### src/rtl/pbtn_pkg.sv
package pbtn_pkg;
    typedef struct packed {
        logic enable;
        logic active_high;
        logic fast;
        logic irq_en;
    } pbtn_cfg_t;

    function automatic logic active_level(input logic level, input logic active_high);
        return active_high ? level : ~level;
    endfunction
endpackage

### src/rtl/pbtn_sync.sv
module pbtn_sync #(
    parameter int STAGES = 2
) (
    input  logic clk,
    input  logic rst_n,
    input  logic async_in,
    output logic sync_out
);
    typedef struct packed {
        logic [STAGES-1:0] chain;
    } sync_t;

    sync_t s_q, s_d;

    always_comb begin
        s_d = s_q;
        s_d.chain = {s_q.chain[STAGES-2:0], async_in};
    end

    always_ff @(posedge clk or negedge rst_n) begin
        if (!rst_n) s_q <= '0;
        else        s_q <= s_d;
    end

    assign sync_out = s_q.chain[STAGES-1];
endmodule

### src/rtl/pbtn_deglitch.sv
module pbtn_deglitch #(
    parameter int SLOW_TICKS = 32,
    parameter int FAST_TICKS = 1
) (
    input  logic clk,
    input  logic rst_n,
    input  logic tick,
    input  logic enable,
    input  logic fast,
    input  logic level_in,
    output logic level_out
);
    localparam int MAXT = (SLOW_TICKS > FAST_TICKS) ? SLOW_TICKS : FAST_TICKS;
    localparam int CW   = $clog2(MAXT + 1);

    typedef struct packed {
        logic          stable;
        logic [CW-1:0] cnt;
    } dg_t;

    dg_t           s_q, s_d;
    logic [CW-1:0] limit;
    logic [CW-1:0] cnt_inc;

    always_comb begin
        limit   = fast ? CW'(FAST_TICKS) : CW'(SLOW_TICKS);
        cnt_inc = s_q.cnt + CW'(1);
        s_d     = s_q;
        if (!enable) begin
            s_d = '0;
        end else if (level_in == s_q.stable) begin
            s_d.cnt = '0;
        end else if (tick) begin
            if (cnt_inc >= limit) begin
                s_d.stable = level_in;
                s_d.cnt    = '0;
            end else begin
                s_d.cnt = cnt_inc;
            end
        end
    end

    always_ff @(posedge clk or negedge rst_n) begin
        if (!rst_n) s_q <= '0;
        else        s_q <= s_d;
    end

    assign level_out = s_q.stable;
endmodule

### src/rtl/pbtn_hold_timer.sv
module pbtn_hold_timer #(
    parameter int HOLD_TICKS = 8000
) (
    input  logic clk,
    input  logic rst_n,
    input  logic tick,
    input  logic pressed,
    input  logic clr,
    output logic flag
);
    localparam int HW = $clog2(HOLD_TICKS + 1);

    typedef struct packed {
        logic          flag;
        logic          armed;
        logic [HW-1:0] cnt;
    } hold_t;

    hold_t         s_q, s_d;
    logic          set_now;
    logic [HW-1:0] cnt_inc;

    always_comb begin
        s_d     = s_q;
        set_now = 1'b0;
        cnt_inc = s_q.cnt + HW'(1);
        if (!pressed) begin
            s_d.cnt   = '0;
            s_d.armed = 1'b1;
        end else if (tick && s_q.armed) begin
            if (cnt_inc >= HW'(HOLD_TICKS)) begin
                set_now   = 1'b1;
                s_d.armed = 1'b0;
                s_d.cnt   = '0;
            end else begin
                s_d.cnt = cnt_inc;
            end
        end
        if (set_now)  s_d.flag = 1'b1;
        else if (clr) s_d.flag = 1'b0;
    end

    always_ff @(posedge clk or negedge rst_n) begin
        if (!rst_n) s_q <= '{flag: 1'b0, armed: 1'b1, cnt: '0};
        else        s_q <= s_d;
    end

    assign flag = s_q.flag;
endmodule

### src/rtl/pbtn_wake_ctrl.sv
module pbtn_wake_ctrl
    import pbtn_pkg::*;
#(
    parameter int SYNC_STAGES = 2,
    parameter int SLOW_TICKS  = 32,
    parameter int FAST_TICKS  = 1,
    parameter int HOLD_TICKS  = 8000
) (
    input  logic clk,
    input  logic rst_n,
    input  logic tick,
    input  logic btn_pin,
    input  logic cfg_enable,
    input  logic cfg_active_high,
    input  logic cfg_fast_deglitch,
    input  logic cfg_irq_en,
    input  logic hib_set,
    input  logic long_clr,
    output logic pressed,
    output logic irq,
    output logic wake_req,
    output logic hibernate,
    output logic long_press
);
    typedef struct packed {
        logic hib;
    } top_t;

    pbtn_cfg_t cfg;
    top_t      s_q, s_d;
    logic      pin_sync;
    logic      pin_active;
    logic      db_level;

    assign cfg = '{enable: cfg_enable, active_high: cfg_active_high,
                   fast: cfg_fast_deglitch, irq_en: cfg_irq_en};

    pbtn_sync #(.STAGES(SYNC_STAGES)) u_sync (
        .clk(clk), .rst_n(rst_n), .async_in(btn_pin), .sync_out(pin_sync)
    );

    assign pin_active = active_level(pin_sync, cfg.active_high);

    pbtn_deglitch #(.SLOW_TICKS(SLOW_TICKS), .FAST_TICKS(FAST_TICKS)) u_dg (
        .clk(clk), .rst_n(rst_n), .tick(tick), .enable(cfg.enable),
        .fast(cfg.fast), .level_in(pin_active), .level_out(db_level)
    );

    pbtn_hold_timer #(.HOLD_TICKS(HOLD_TICKS)) u_hold (
        .clk(clk), .rst_n(rst_n), .tick(tick), .pressed(db_level),
        .clr(long_clr), .flag(long_press)
    );

    always_comb begin
        s_d     = s_q;
        s_d.hib = (s_q.hib | hib_set) & ~db_level;
    end

    always_ff @(posedge clk or negedge rst_n) begin
        if (!rst_n) s_q <= '0;
        else        s_q <= s_d;
    end

    assign pressed   = db_level;
    assign irq       = db_level & cfg.irq_en;
    assign wake_req  = db_level & s_q.hib;
    assign hibernate = s_q.hib;
endmodule

### config.mk
export PLATFORM = sky130hd
export DESIGN_NAME = pbtn_wake_ctrl
export DESIGN_NICKNAME = d
export VERILOG_FILES = /design/src/rtl/pbtn_pkg.sv /design/src/rtl/pbtn_sync.sv /design/src/rtl/pbtn_deglitch.sv /design/src/rtl/pbtn_hold_timer.sv /design/src/rtl/pbtn_wake_ctrl.sv
export SDC_FILE = /design/constraint.sdc
export NUM_CORES = 1
export LEC_CHECK = 0
export BUFFER_PORTS_ARGS = -buffer_cell sky130_fd_sc_hd__clkbuf_2
export CAP_MARGIN = 20
export CELL_PAD_IN_SITES_DETAIL_PLACEMENT = 1
export CELL_PAD_IN_SITES_GLOBAL_PLACEMENT = 2
export CORE_MARGIN = 2
export CORE_UTILIZATION = 37
export CTS_CLUSTER_DIAMETER = 120
export DETAILED_ROUTE_END_ITERATION = 7
export PLACE_DENSITY = 0.86
export SLEW_MARGIN = 30
export SYNTH_ARGS = -nofsm -noshare
export SYNTH_HDL_FRONTEND = slang
export SYNTH_HIERARCHICAL = 1
export SYNTH_SLANG_ARGS = --single-unit
### constraint.sdc
create_clock -name clk -period 2.54 [get_ports clk]
set_input_delay 0.381 -clock clk [delete_from_list [all_inputs] [get_ports clk]]
set_output_delay 0.381 -clock clk [all_outputs]
set_load 0.01 [all_outputs]
==> impl_metrics.yaml <==
run_status:
  status: "finished clean"
clock_tree:
  cts_buffer_depth: 2
  hold_buffers: 0
  cts-root-buf: "clkbuf_8"
  clk_latency_ns: 0.27
  numClockSinks: 25
  cts_setup_buffers: 0
  htree_levels: 1
  clk_pin_slew_ns: 0.09
  cts_buffers: 3
  cts_resized: 0
  cts_tree: "done"
timing:
  rsz0062_at_grt: "no"
  maxSlewHeadroom_pct: 57.2
  finalSetupViolCount: 0
  fmax_ghz: 0.430
  hold_slack_ns: 0.115
  finalSetupTns_ns: 0
  worst-slew-pin-transition_ns: 0.642
  hold_violations: 0
  min_period_ns: 2.32
  fin_crit_sh_pct: 91.5
  finalMaxSlewViolations: 0
  skew_ns: 0.00241
yosys:
  syn_area_per_cell_um2: 9.57
  synth.net_count: 172
  syn_inst: 158
  ys.flop_type: "dfrtp_1"
  synth_edf_count: 0
  ys_seq_area_share_pct: 41.5
  ys_async_sr_fraction_pct: 100
  ys_ff_latch: 25
  netlist_area_um2: 1510
  synth-warning-count: 6
  yosys.cell_types.count: 50
worst_setup_path:
  cp.arrival_ns: 2.52
  cp-end-kind: "flop"
  critPathMaxStageDelay_ns: 0.48
  slowest_stage: "dfrtp_1"
  crit_family: "simple AND/OR/NAND/NOR gates"
  crit_chain: "and3_1, nand3_1, xnor2_1, ha_1, o21ai_1, o211ai_2, or3_1, a31oi_1"
  worstPathMaxFanout: 7
  required_ns: 2.73
  reg2reg_slack_ns: 0.22
  path_buf_inv: 0
  cp-start-kind: "flop"
  path_class: "flop to flop"
power_and_ir_drop:
  ir_drop_uv: 282
  power_switching_mw: 0.180
  leakagePower_nw: 0.718
  p_int_mw: 0.542
  seq_power_share_pct: 57.0
  swShare_pct: 25.0
  power_density_nw_per_um2: 427
  clockPowerShare_pct: 33.9
  power_frac_comb_pct: 9.1
global_routing:
  grt_pass1_vias: 1199
  grt-ovfl-total: 0
  grt_pass1_wl_um: 5780
  antenna_found_initial: 0
  grt_usage_pct: 17.0
  grt_max_degree: 26
place:
  gp_congestion: 0.916
  placed_cells: 219
  io_buffer_count: 14
  dp_hpwl_um: 2570
route:
  detail-route-antenna-nets: 0
  drcViolationCount: 0
  drt_wl_total_um: 3510
  routedWlPerCell_um: 15.7
  num_vias: 1222
  first_pass_iters: 4
  via_per_inst: 5.46
  drt-initial-drc-count: 37
hold_path:
  hold_class: "input pin to asynchronous set/reset pin"
floorplan:
  dieWidth_um: 67.9
  placementRows: 23
  start_util_pct: 38.1
  dieArea_um2: 4610
  ios: 15
  core_area_um2: 3970
  fp.dieH_um: 67.9
final_layout:
  nNetsFinal: 189
  syn2layout_area_growth_pct: 11.9
  num_antenna_cells: 0
  final_cells: 224
  final_cell_mix: "24 x dfrtp_1, 18 x nor2_1, 14 x clkbuf_2, 14 x nand2_1, 11 x nand3_1"
  layout_commonest_cell: "dfrtp_1"
  drive_gt1_share_pct: 17.2
run:
  drv_cap: 0
-- kinds of logic (layout without fill, tap and decap cells) --
kind of cell / count (synthesis) / count (layout) / synth area share (%)
AO/OA/AOI/OAI: 28 / 28 / 16.3
XOR/XNOR: 15 / 15 / 8.69
adder cells (fa/ha/maj): 4 / 4 / 3.31
buffers and inverters: 11 / 27 / 3.39
flip-flops: 25 / 25 / 41.5
multiplexers: 2 / 2 / 1.66
AND/OR/NAND/NOR: 73 / 73 / 25.2
-- through the flow --
step / utilization (%) / power (mW) / area [um^2] / setup slack (ns)
4_1_cts: 42.1 / 0.726 / 1670 / 0.0762
5_1_grt: 42.6 / 0.750 / 1690 / 0.0400
3_5_place_dp: 41.0 / 0.482 / 1630 / 0.124
3_3_place_gp: 41.0 / 0.479 / 1630 / 0.213
2_1_floorplan: - / 0.453 / 1510 / 0.444
6_report: 42.6 / 0.722 / 1690 / 0.217
-- power groups by stage --
stage	clock [mW]	sequential, mW	combinational [mW]
finish	0.245	0.411	0.0658
global route	0.264	0.413	0.0731
CTS	0.251	0.412	0.0631
detailed placement	0	0.419	0.0629
global placement	0	0.419	0.0602
floorplan	0	0.419	0.0347
-- final timing paths --
check,startpoint,to,cells past startpoint
worst min register to register,u_sync/s_q[0],u_sync/s_q[1],0
worst max-delay path,u_dg/s_q[2],u_dg/s_q[2],8
worst min-delay path,rst_n,u_dg/level_out,1
max in group asynchronous,rst_n,u_hold/s_q[0],1
worst max register to register,u_dg/s_q[2],u_dg/s_q[2],8
min in group clk,btn_pin,u_sync/s_q[0],1
-- Yosys cell counts (2+ instances only) --
| cell type | instances | area (um^2) |
|---|---|---|
| xor2_1 | 8 | 70.1 |
| nand3_1 | 11 | 55.1 |
| xnor2_1 | 7 | 61.3 |
| inv_1 | 7 | 26.3 |
| nor4_1 | 2 | 12.5 |
| and2_2 | 2 | 15.0 |
| nand4_1 | 4 | 25.0 |
| and3_1 | 2 | 12.5 |
| dfrtp_1 | 24 | 601 |
| o21ai_0 | 6 | 30.0 |
| nor3_1 | 5 | 25.0 |
| or3_1 | 3 | 18.8 |
| nand2_1 | 14 | 52.6 |
| a21oi_1 | 3 | 15.0 |
| and2_1 | 3 | 18.8 |
| a211o_1 | 2 | 17.5 |
| buf_2 | 2 | 10.0 |
| nor2_1 | 18 | 67.6 |
| ha_1 | 4 | 50.1 |
-- metal layers --
layer / up-vias / track usage, % / share of wire, %
met5: - / 0 / 0
met3: 4 / 2.14 / 2.5
met2: 16 / 27.7 / 46
met1: 610 / 23.8 / 50
met4: 0 / 4.50 / 0.97
li1: 592 / - / -
-- layout make-up --
cell class,instances,area (um^2)
clock buffer,4,45.0
fill,463,2280
inverter,7,26.3
multi-input combinational,122,833
sequential,25,627
tap,50,62.6
timing repair buffer,16,97.6
-- state kept, by name (all words and copies together), names as in the netlist --
signal and flops:
u_dg/s_q 6, hibernate 1, u_dg/level_out 1, u_sync/s_q 2
u_hold/s_q 14, u_hold/flag 1
(Power assumes the default switching activity.)
